<file path="src/rtl/ipd_pkg.sv">
`timescale 1ns/1ps
package ipd_pkg;
  typedef enum logic [1:0] {
    ST_IDLE   = 2'd0,
    ST_SEARCH = 2'd1,
    ST_REPORT = 2'd2
  } ipd_state_e;
endpackage

</file>
<file path="src/rtl/ipd_idx_filter.sv">
`timescale 1ns/1ps
module ipd_idx_filter #(
  parameter int DATA_W  = 64,
  parameter int BYTES_W = 4
) (
  input  logic [DATA_W-1:0]  data,
  input  logic [BYTES_W-1:0] bytes,
  input  logic               read,
  input  logic               hit,
  output logic               take,
  output logic [DATA_W-1:0]  index
);
  localparam int NB = DATA_W / 8;

  logic legal;

  always_comb begin
    legal = 1'b0;
    case (32'(bytes))
      1, 2, 4, 8: legal = (32'(bytes) * 8) <= DATA_W;
      default:    legal = 1'b0;
    endcase
  end

  assign take = read && hit && legal;

  // keep only the bytes covered by the load size
  for (genvar b = 0; b < NB; b++) begin : g_byte
    assign index[b*8 +: 8] = (32'(bytes) > b) ? data[b*8 +: 8] : 8'h00;
  end
endmodule

</file>
<file path="src/rtl/ipd_cand_calc.sv">
`timescale 1ns/1ps
module ipd_cand_calc #(
  parameter int ADDR_W  = 32,
  parameter int DATA_W  = 64,
  parameter int NSHIFT  = 4,
  parameter int SHIFT_W = 3,
  parameter logic [NSHIFT*SHIFT_W-1:0] SHIFT_LIST = '0
) (
  input  logic [ADDR_W-1:0]              addr,
  input  logic [DATA_W-1:0]              idx,
  output logic [NSHIFT-1:0][ADDR_W-1:0]  cand
);
  for (genvar k = 0; k < NSHIFT; k++) begin : g_sh
    assign cand[k] = addr - ADDR_W'(idx << SHIFT_LIST[k*SHIFT_W +: SHIFT_W]);
  end
endmodule

</file>
<file path="src/rtl/ipd_first_hit.sv">
`timescale 1ns/1ps
module ipd_first_hit #(
  parameter int N = 4,
  localparam int SEL_W = (N > 1) ? $clog2(N) : 1
) (
  input  logic [N-1:0]     hits,
  output logic             any,
  output logic [SEL_W-1:0] sel
);
  always_comb begin
    any = |hits;
    sel = '0;
    for (int i = N - 1; i >= 0; i--) begin
      if (hits[i]) sel = SEL_W'(i);
    end
  end
endmodule

</file>
<file path="src/rtl/indirect_pattern_detector.sv">
`timescale 1ns/1ps
module indirect_pattern_detector
  import ipd_pkg::*;
#(
  parameter int ADDR_W      = 32,
  parameter int DATA_W      = 64,
  parameter int BYTES_W     = 4,
  parameter int PT_ENTRIES  = 8,
  parameter int IPD_ENTRIES = 4,
  parameter int SLOTS       = 4,
  parameter int NSHIFT      = 4,
  parameter int SHIFT_W     = 3,
  parameter logic [NSHIFT*SHIFT_W-1:0] SHIFT_LIST = {3'd4, 3'd3, 3'd2, 3'd0},
  localparam int PT_W = $clog2(PT_ENTRIES)
) (
  input  logic               clk,
  input  logic               rst_n,
  input  logic               idx_valid,
  output logic               idx_ready,
  input  logic [PT_W-1:0]    idx_entry,
  input  logic [DATA_W-1:0]  idx_data,
  input  logic [BYTES_W-1:0] idx_bytes,
  input  logic               idx_read,
  input  logic               idx_hit,
  input  logic               miss_valid,
  output logic               miss_ready,
  input  logic [ADDR_W-1:0]  miss_addr,
  output logic               found_valid,
  input  logic               found_ready,
  output logic [PT_W-1:0]    found_entry,
  output logic [ADDR_W-1:0]  found_base,
  output logic [SHIFT_W-1:0] found_shift,
  output logic               tracking
);
  localparam int IPD_W  = $clog2(IPD_ENTRIES);
  localparam int SLOT_W = $clog2(SLOTS);
  localparam int CNT_W  = $clog2(SLOTS + 1);
  localparam int SEL_W  = $clog2(NSHIFT);

  // detector storage
  logic [IPD_ENTRIES-1:0]                               e_valid;
  logic [IPD_ENTRIES-1:0]                               e_second;
  logic [IPD_ENTRIES-1:0][PT_W-1:0]                     e_tag;
  logic [IPD_ENTRIES-1:0][DATA_W-1:0]                   e_idx1;
  logic [IPD_ENTRIES-1:0][DATA_W-1:0]                   e_idx2;
  logic [IPD_ENTRIES-1:0][CNT_W-1:0]                    e_num;
  logic [IPD_ENTRIES-1:0][SLOTS-1:0][NSHIFT-1:0][ADDR_W-1:0] e_cand;
  logic [PT_ENTRIES-1:0]                                pt_en;

  ipd_state_e          state;
  logic                trk_on;
  logic [IPD_W-1:0]    trk_ptr;
  logic [IPD_W-1:0]    rr_ptr;
  logic [SLOT_W-1:0]   srch_slot;
  logic [ADDR_W-1:0]   srch_addr;
  logic [PT_W-1:0]     fnd_entry_q;
  logic [ADDR_W-1:0]   fnd_base_q;
  logic [SHIFT_W-1:0]  fnd_shift_q;

  // handshakes
  assign idx_ready  = (state == ST_IDLE);
  assign miss_ready = (state == ST_IDLE) && !idx_valid;
  wire idx_fire  = idx_valid && idx_ready;
  wire miss_fire = miss_valid && miss_ready;

  // index filter
  logic              take;
  logic [DATA_W-1:0] idx_val;

  ipd_idx_filter #(.DATA_W(DATA_W), .BYTES_W(BYTES_W)) u_filter (
    .data (idx_data),
    .bytes(idx_bytes),
    .read (idx_read),
    .hit  (idx_hit),
    .take (take),
    .index(idx_val)
  );

  wire capture = idx_fire && take && !pt_en[idx_entry];

  // lookup by table entry id, free entry search
  logic             lk_hit;
  logic [IPD_W-1:0] lk_idx;
  logic             has_free;
  logic [IPD_W-1:0] free_idx;
  logic [IPD_W-1:0] victim;

  always_comb begin
    lk_hit   = 1'b0;
    lk_idx   = '0;
    has_free = 1'b0;
    free_idx = '0;
    for (int i = IPD_ENTRIES - 1; i >= 0; i--) begin
      if (e_valid[i] && (e_tag[i] == idx_entry)) begin
        lk_hit = 1'b1;
        lk_idx = IPD_W'(i);
      end
      if (!e_valid[i]) begin
        has_free = 1'b1;
        free_idx = IPD_W'(i);
      end
    end
  end

  assign victim = has_free ? free_idx : rr_ptr;

  // candidate generation: fill path (idx1) and compare path (idx2)
  logic [NSHIFT-1:0][ADDR_W-1:0] cand_fill;
  logic [NSHIFT-1:0][ADDR_W-1:0] cand_cmp;

  ipd_cand_calc #(
    .ADDR_W(ADDR_W), .DATA_W(DATA_W), .NSHIFT(NSHIFT),
    .SHIFT_W(SHIFT_W), .SHIFT_LIST(SHIFT_LIST)
  ) u_fill_calc (
    .addr(miss_addr),
    .idx (e_idx1[trk_ptr]),
    .cand(cand_fill)
  );

  ipd_cand_calc #(
    .ADDR_W(ADDR_W), .DATA_W(DATA_W), .NSHIFT(NSHIFT),
    .SHIFT_W(SHIFT_W), .SHIFT_LIST(SHIFT_LIST)
  ) u_cmp_calc (
    .addr(srch_addr),
    .idx (e_idx2[trk_ptr]),
    .cand(cand_cmp)
  );

  // per-shift compare of the current slot
  logic [NSHIFT-1:0] sh_hits;
  for (genvar k = 0; k < NSHIFT; k++) begin : g_cmp
    assign sh_hits[k] = (e_cand[trk_ptr][srch_slot][k] == cand_cmp[k]);
  end

  logic             hit_any;
  logic [SEL_W-1:0] hit_sel;

  ipd_first_hit #(.N(NSHIFT)) u_pick (
    .hits(sh_hits),
    .any (hit_any),
    .sel (hit_sel)
  );

  wire fill_en = (state == ST_IDLE) && miss_fire && trk_on && !e_second[trk_ptr];
  wire [SLOT_W-1:0] fill_slot = e_num[trk_ptr][SLOT_W-1:0];
  wire last_slot = (CNT_W'(srch_slot) + CNT_W'(1)) == e_num[trk_ptr];

  // candidate storage
  always_ff @(posedge clk) begin
    if (fill_en) e_cand[trk_ptr][fill_slot] <= cand_fill;
  end

  // control
  always_ff @(posedge clk) begin
    if (!rst_n) begin
      state       <= ST_IDLE;
      e_valid     <= '0;
      e_second    <= '0;
      e_tag       <= '0;
      e_idx1      <= '0;
      e_idx2      <= '0;
      e_num       <= '0;
      pt_en       <= '0;
      trk_on      <= 1'b0;
      trk_ptr     <= '0;
      rr_ptr      <= '0;
      srch_slot   <= '0;
      srch_addr   <= '0;
      fnd_entry_q <= '0;
      fnd_base_q  <= '0;
      fnd_shift_q <= '0;
    end else begin
      case (state)
        ST_IDLE: begin
          if (capture) begin
            if (lk_hit) begin
              if (!e_second[lk_idx]) begin
                e_idx2[lk_idx]   <= idx_val;
                e_second[lk_idx] <= 1'b1;
                trk_on           <= 1'b1;
                trk_ptr          <= lk_idx;
              end else begin
                e_valid[lk_idx] <= 1'b0;
                trk_on          <= 1'b0;
              end
            end else begin
              e_valid[victim]  <= 1'b1;
              e_tag[victim]    <= idx_entry;
              e_idx1[victim]   <= idx_val;
              e_second[victim] <= 1'b0;
              e_num[victim]    <= '0;
              trk_on           <= 1'b1;
              trk_ptr          <= victim;
              if (!has_free) rr_ptr <= rr_ptr + IPD_W'(1);
            end
          end else if (miss_fire && trk_on) begin
            if (!e_second[trk_ptr]) begin
              e_num[trk_ptr] <= e_num[trk_ptr] + CNT_W'(1);
              if (e_num[trk_ptr] + CNT_W'(1) == CNT_W'(SLOTS)) trk_on <= 1'b0;
            end else if (e_num[trk_ptr] != '0) begin
              srch_addr <= miss_addr;
              srch_slot <= '0;
              state     <= ST_SEARCH;
            end
          end
        end
        ST_SEARCH: begin
          if (hit_any) begin
            fnd_entry_q      <= e_tag[trk_ptr];
            fnd_base_q       <= e_cand[trk_ptr][srch_slot][hit_sel];
            fnd_shift_q      <= SHIFT_LIST[hit_sel*SHIFT_W +: SHIFT_W];
            e_valid[trk_ptr] <= 1'b0;
            pt_en[e_tag[trk_ptr]] <= 1'b1;
            trk_on           <= 1'b0;
            state            <= ST_REPORT;
          end else if (last_slot) begin
            state <= ST_IDLE;
          end else begin
            srch_slot <= srch_slot + SLOT_W'(1);
          end
        end
        ST_REPORT: begin
          if (found_ready) state <= ST_IDLE;
        end
        default: state <= ST_IDLE;
      endcase
    end
  end

  assign found_valid = (state == ST_REPORT);
  assign found_entry = fnd_entry_q;
  assign found_base  = fnd_base_q;
  assign found_shift = fnd_shift_q;
  assign tracking    = trk_on;


  alloc_track_chk: assert property (@(posedge clk) disable iff (!rst_n)
    capture && !lk_hit |=> trk_on && e_valid[trk_ptr] && !e_second[trk_ptr]);


  fill_bound_chk: assert property (@(posedge clk) disable iff (!rst_n)
    fill_en |-> e_num[trk_ptr] < CNT_W'(SLOTS));


  enabled_ignore_chk: assert property (@(posedge clk) disable iff (!rst_n)
    idx_fire && pt_en[idx_entry] |=> $stable(trk_on) && $stable(trk_ptr));


  third_drop_chk: assert property (@(posedge clk) disable iff (!rst_n)
    capture && lk_hit && e_second[lk_idx] |=> !trk_on);


  search_slot_chk: assert property (@(posedge clk) disable iff (!rst_n)
    state == ST_SEARCH |-> trk_on && (CNT_W'(srch_slot) < e_num[trk_ptr]));


  nomatch_keep_chk: assert property (@(posedge clk) disable iff (!rst_n)
    state == ST_SEARCH && !hit_any && last_slot |=> state == ST_IDLE && trk_on);


  found_clears_track_chk: assert property (@(posedge clk) disable iff (!rst_n)
    $rose(found_valid) |-> !tracking);


  found_hold_chk: assert property (@(posedge clk) disable iff (!rst_n)
    found_valid && !found_ready |=> found_valid && $stable(found_base)
      && $stable(found_shift) && $stable(found_entry));
endmodule

</file>
<file path="config.mk">
export PLATFORM = sky130hd
export DESIGN_NAME = indirect_pattern_detector
export DESIGN_NICKNAME = d
export VERILOG_FILES = /design/src/rtl/ipd_pkg.sv /design/src/rtl/ipd_idx_filter.sv /design/src/rtl/ipd_cand_calc.sv /design/src/rtl/ipd_first_hit.sv /design/src/rtl/indirect_pattern_detector.sv
export SDC_FILE = /design/constraint.sdc
export NUM_CORES = 2
export LEC_CHECK = 0
export BUFFER_PORTS_ARGS = -buffer_cell sky130_fd_sc_hd__buf_2
export CAP_MARGIN = 20
export CORE_MARGIN = 4
export CORE_UTILIZATION = 32
export DETAILED_ROUTE_END_ITERATION = 12
export HOLD_SLACK_MARGIN = 0.08
export PLACE_DENSITY = 0.51
export SYNTH_ARGS = -nofsm -noshare
export SYNTH_HDL_FRONTEND = slang
export SYNTH_SLANG_ARGS = --single-unit
</file>
<file path="constraint.sdc">
create_clock -name clk -period 14.9 [get_ports clk]
set_input_delay 1.49 -clock clk [delete_from_list [all_inputs] [get_ports clk]]
set_output_delay 1.49 -clock clk [all_outputs]
set_load 0.005 [all_outputs]
</file>
After elaboration in Yosys (flattened, before gate mapping). Cells that the tools add are included.

Register bits after elaboration: 2679. Bits of input ports: 110. Output and inout bits: 42. Word-level logic and storage cells: 327.

Add/subtract/negate cells: 12. Multiply operators: 1. Magnitude comparators: 22. Eq/ne operators: 33. Shift-type cells: 1. Multiplexer cells: 111. Bitwise gates (word level): 15. Reduce and logical (&&, ||, !) cells: 40.

Operators by type and width (count): $bwmux W2048 (1); $bmux W512 S2 (1); $demux W512 S2 (1); $mux W512 (2); $bwmux W256 (2); $bmux W128 S2 (1); $bmux W64 S2 (2); $demux W128 S2 (1); $demux W64 S2 (2); $mux W128 (2); $sub A32 B32 Y32 (8); $eq A32 B32 Y1 (4); $mux W64 (2); $mux W32 (3); $bmux W32 S2 (1); $mux W8 (8); $mux W2 (28); $mux W12 (4); $bwmux W12 (2); $mux W4 (6); $mux W1 (23); $logic_and A1 B1 Y1 (20); $lt A2 B3 Y1 const B (6); $gt A4 B3 Y1 const B (4); other kinds (53) (101).

Depth between registers and ports, before layout.
Depth after elaboration: 16. Gate-level depth with buffers: 32. Depth with buffers taken out: 19.

Hierarchy. Synthesis repeated with hierarchy kept, for this count alone.

Cell total of the unflattened synthesis: 8664. Area total of the unflattened synthesis: 121611.6 um^2.

By module, submodules not included: indirect_pattern_detector (times used 1, cells an instance 6717, area an instance 108072.4 um^2, seq. area each 74131.1 um^2); ipd_cand_calc at u_cmp_calc (times used 1, cells an instance 940, area an instance 6582.6 um^2, seq. area each 0.0 um^2); ipd_cand_calc at u_fill_calc (times used 1, cells an instance 917, area an instance 6341.1 um^2, seq. area each 0.0 um^2); ipd_idx_filter (times used 1, cells an instance 83, area an instance 580.6 um^2, seq. area each 0.0 um^2); ipd_first_hit (times used 1, cells an instance 7, area an instance 35.0 um^2, seq. area each 0.0 um^2).

Least setup slack after synthesis. No wires, ideal clock.

Path kind: register to register. From: register trk_ptr[0]. To: register fnd_base_q[28], in the netlist found_base[28]. Library setup time: 120 ps. Data arrival time: 7827 ps. Required time: 14780 ps. Setup slack: 6953 ps. Stages on the path, launching flop included: 31. Path buffers: 13. Clock period less this slack: 7947 ps. Cells stage by stage: dfxtp_1 -> buf_6 -> buf_12 -> buf_12 -> buf_12 -> buf_6 -> buf_6 -> buf_6 -> buf_4 -> buf_1 -> clkbuf_1 -> clkbuf_1 -> mux4_2 -> ha_1 -> fa_1 -> nand2b_1 -> a21oi_1 -> o2111ai_1 -> and4_1 -> nand3b_1 -> or4_1 -> nor4_1 -> nand4_1 -> or4_4 -> o31ai_2 -> and2_2 -> buf_8 -> buf_8 -> mux2_2 -> a22oi_1 -> nand2_1.

Word-level cells in the longest chain between the ends: 11. Elaborated cells between the ends (all ways): 22. Classes of those cells: add/sub: 4; eq/ne: 4; mux: 12; reduce/logical: 2.

RTL lines: from (decl) (line indirect_pattern_detector.sv:52) `logic [IPD_W-1:0] trk_ptr;`; from (signal assigned) (line indirect_pattern_detector.sv:181) `trk_ptr <= lk_idx;`; from (signal assigned) (line indirect_pattern_detector.sv:193) `trk_ptr <= victim;`; branches (longest 11 deep; another with $sub A32 B32 Y32); to (signal assigned) (line indirect_pattern_detector.sv:210) `fnd_base_q <= e_cand[trk_ptr][srch_slot][hit_sel];`; to (decl) (line indirect_pattern_detector.sv:57) `logic [ADDR_W-1:0] fnd_base_q;`.

Several ways; the timed one is not identified. The select of a mux whose other input is x is not followed. A chain may end at the register's enable or synchronous reset.

Final worst setup path.
From: register trk_ptr[0]. To: register fnd_base_q[19], in the netlist found_base[19].

The elaborated chain is that of the path after synthesis.

==> results_tabular.tex <==
\begin{tabular}{lr}
\hline
Metric & Value \\
\hline
\multicolumn{2}{l}{\textbf{Detailed routing}} \\
\quad Met1 WL & 144,000 um \\
\quad Remaining routing DRC violations & 0 \\
\quad Highest metal layer with signal wires & met5 \\
\quad Met2 layer wire length in the routed design & 160,000 um \\
\quad Routed wirelength normalized by instance count & 27.9 um \\
\quad Total via count in the routed design & 64,600 \\
\quad DRT Wirelength & 334,000 um \\
\quad Total length of routed met3 wires & around 19,000 um \\
\quad DRC violation total after the first TritonRoute iteration & 6,412 \\
\quad Routed via count divided by cell count & 5.40 \\
\quad Post-DRT Antenna Nets & 0 \\
\quad Drt first pass iters & 6 \\
\multicolumn{2}{l}{\textbf{Timing}} \\
\quad Maximum frequency from static timing analysis & between 0.1 and 0.15 GHz \\
\quad Worst hold margin & 0.450 ns \\
\quad Max\_slew headroom & between 20\% and 30\% \\
\quad Post-route clock skew & 0.0826 ns \\
\quad Final setup violation count & 0 \\
\quad Setup Total Neg Slack & 0 ns \\
\quad Time the final worst path needs with I/O delays and setup & 8.78 ns \\
\quad Tcrit/Tclk final & 58.9\% \\
\quad Slew Limit Fails & 0 \\
\quad Setup repair after global routing missed its margin & no \\
\quad Number of hold-slack violations in the final timing report & 0 \\
\quad Actual transition at the worst max-transition pin & between 1 and 1.5 ns \\
\multicolumn{2}{l}{\textbf{Pwr}} \\
\quad Register share of total power & between 50\% and 60\% \\
\quad Net Sw Frac & around 21\% \\
\quad Net Sw Power & 3050 uW \\
\quad Peak supply drop & 0.105 mV \\
\quad Leak pwr & about 0.04 uW \\
\quad Combinational Power Share & 4.2\% \\
\quad Clock share of power & 44.8\% \\
\quad Internal cell power & 11,200 uW \\
\quad Power density cells & 118 nW/um\^{}2 \\
\multicolumn{2}{l}{\textbf{Placement}} \\
\quad Weighted congestion reported at the end of routability-driven placement & 0.944 \\
\quad Port Buf Inserts & 119 \\
\quad Hpwl dp & roughly 210,000 um \\
\multicolumn{2}{l}{\textbf{CTS}} \\
\quad Post-CTS Resized & 0 \\
\quad CTS Sinks & 2,343 \\
\quad Number of buffers added for setup after CTS & 0 \\
\quad Bufs on Longest Clock Path & 4 \\
\quad Clock-pin slew reported for the worst setup and hold paths after clock tree synthesis & $\sim$0.06 ns \\
\quad Clock tree from TritonCTS & yes \\
\quad Buffer cell driving the clock tree root & clkbuf\_16 \\
\quad Clock H-tree levels & 4 \\
\quad Num CTS Buffers & 248 \\
\quad Clock insertion delay at the later pin of the skew report & 0.96 ns \\
\quad Quantity of hold-fixing buffers added after cts & 0 \\
\multicolumn{2}{l}{\textbf{Critical path}} \\
\quad Reg-to-reg critical path startpoint & trk\_ptr[0] \\
\quad Critical path launch point & trk\_ptr[0] \\
\quad Buffers \& Inverters on Critical Path & 3 \\
\quad Arrival time at the worst endpoint & 9.58 ns \\
\quad Cells traversed along the worst timing path & buf\_4, mux4\_2, inv\_1, ha\_1, o21a\_1, o31a\_1, o31ai\_1, a211oi\_1, a2111o\_1, or4\_1, nor4\_1, nand4\_1, or4\_4, o31ai\_4, buf\_4, and2\_4, o21ai\_0, a22oi\_1, nand2\_1 \\
\quad Top fanout value on the critical path & 57 \\
\quad Setup crit start kind & flip-flop \\
\quad Critical path's slowest cell & dfxtp\_4 \\
\quad Required time at the worst-slack endpoint & 15.70 ns \\
\quad Classification of the worst setup path & reg -> reg \\
\quad Slowest stage delay, CP & 0.88 ns \\
\quad Sort of element at the end of the critical path & flip-flop \\
\quad Cell repeated most along the worst path & buf\_4 \\
\quad Kind of cell with the highest combined delay on the critical path & simple AND/OR/NAND/NOR gates \\
\multicolumn{2}{l}{\textbf{Yosys}} \\
\quad Synthesized area & 106,000 sq um \\
\quad Top-count cell post-synth & edfxtp\_1 \\
\quad Top cell type's share of synthesized area & 55.7\% \\
\quad Flop and latch count out of synthesis & 2,343 \\
\quad Number of different library cells in the post-synthesis netlist & 118 \\
\quad Number of cells produced by synthesis & 7,129 \\
\quad Sequential fraction of the synthesis area & 62.8\% \\
\quad Share of flip-flops with an asynchronous set or reset after synthesis & 0\% \\
\quad Top flip-flop cell by instance count after synthesis & edfxtp\_1 \\
\quad Leading area contributor after synthesis & edfxtp\_1 \\
\quad Count of warnings emitted by yosys & 0 \\
\quad Post-Syn Nets & 7,499 \\
\quad Dominant cells by area after synthesis & edfxtp\_1 56\%, mux4\_2 10\%, dfxtp\_1 7.1\% \\
\quad Synthesized area per cell & roughly 15 sq um \\
\quad Top cells by instance count after synthesis & 1,968 x edfxtp\_1, 746 x nor2\_1, 518 x a21oi\_1 \\
\quad Count of flip-flops with a built-in enable after synthesis & 1,968 \\
\multicolumn{2}{l}{\textbf{Finish}} \\
\quad Combined flip-flop and latch cell area & $\sim$67,000 sq um \\
\quad Total Nets Final & 7,750 \\
\quad Fin util & 36.5\% \\
\quad Filler cell count in the final layout & 31,000 \\
\quad Multi-input combinational cell area & 36,900 sq um \\
\quad Area added between synthesis and finish & 13.6\% \\
\quad Fraction of layout instances using a drive strength above 1 & 18.1\% \\
\multicolumn{2}{l}{\textbf{Global route}} \\
\quad Initial antenna violation count & 43 \\
\quad Number of global-route vias before repair & 63,100 \\
\quad Overall overflow remaining after global route & 0 \\
\quad Largest net degree at the start of global routing & between 100 and 150 \\
\quad Global-route wire length before repair & 472,000 um \\
\quad GRT Overall Usage & 19.1\% \\
\multicolumn{2}{l}{\textbf{Die}} \\
\quad Die outline width & 584 um \\
\quad Number of I/O pins & 152 \\
\quad Standard-cell rows & between 200 and 250 \\
\quad Vertical die dimension & 584 um \\
\quad Initial cell density of the core & 32.1\% \\
\quad Full die area & 341,000 sq um \\
\quad Standard cell core area & $\sim$330,000 sq um \\
\multicolumn{2}{l}{\textbf{Outcome}} \\
\quad Outcome & finished clean \\
\multicolumn{2}{l}{\textbf{Hold path}} \\
\quad HP Start & found\_shift[2] \\
\quad Class of the worst hold path & reg -> reg \\
\multicolumn{2}{l}{\textbf{Run}} \\
\quad Max Cap Violations & 0 \\
\hline
\end{tabular}
## flip-flops by register name (all words and copies together) (netlist names)
name	count
e_cand	1968
e_idx1	128
e_idx2	128
e_num	12
e_second	4
e_tag	12
e_valid	4
found_base	32
found_entry	3
found_shift	3
pt_en	8
rr_ptr	2
srch_addr	32
srch_slot	2
state	2
tracking	1
trk_ptr	2
## placed cells by master (no fill, tap or decap), types with 73 or more instances in the layout
cell type and instances:
o21ai_0 135, clkbuf_16 252, nand2_1 361, xor2_1 73, a21oi_1 518, edfxtp_1 1968
dfxtp_1 371, buf_2 119, nand3_1 117, buf_4 206, mux2i_1 216, inv_1 155
nor2_1 744, mux4_2 493, xnor2_1 213, a22oi_1 119, ha_1 252
## metrics by stage
step	total power (uW)	std cells	setup slack (ns)	area (sq um)
floorplan	7710	7129	6.95	106000
global placement	7930	11400	6.08	112000
detailed placement	7960	11400	6.08	112000
CTS	14300	11900	6.11	120000
global route	14700	11900	5.79	121000
finish	14200	12000	6.12	121000
## power groups by stage
stage	clock, uW	sequential (uW)	combinational, uW
after floorplan	0	7390	316
after global placement	0	7390	533
after detailed placement	0	7390	565
after CTS	6500	7250	567
after global routing	6790	7240	652
final	6380	7250	602
## logic make-up after synthesis
| kind of cell | synth area share [%] |
|---|---|
| compound gates | 7.25 |
| buf+inv | 2.59 |
| simple gates | 7.41 |
| mux | 14.4 |
| flops | 62.8 |
| xor+xnor | 2.41 |
| fa+ha+maj | 3.12 |
## per-layer routing
layer  GRT usage [%]  vias up
met2            31.6     2065
li1                -    28300
met5               0        -
met1            26.2    33700
met4            5.73        8
met3            2.44      459
## layout make-up
class / instances / share of cell area, %
Antenna cell: 17 / 0.0353
Clock inverter: 136 / 1.39
Multi-Input combinational cell: 4277 / 30.6
Timing Repair Buffer: 352 / 2.13
Clock buffer: 311 / 5.56
Tap cell: 4366 / 4.53
Sequential cell: 2343 / 55.3
Inverter: 158 / 0.501
## tightest hold or removal path, cell delays in order (launching register included)
cell and delay, ns:
dfxtp_1 0.31, nand2_1 0.05, a21oi_1 0.05
## final timing paths
check,slack (ns),cells past startpoint,end
hold / removal,0.45,2,found_shift[2]
hold reg to reg,0.45,2,found_shift[2]
setup reg to reg,6.12,19,found_base[19]
setup / recovery,6.12,19,found_base[19]
(Power assumes the default switching activity.)
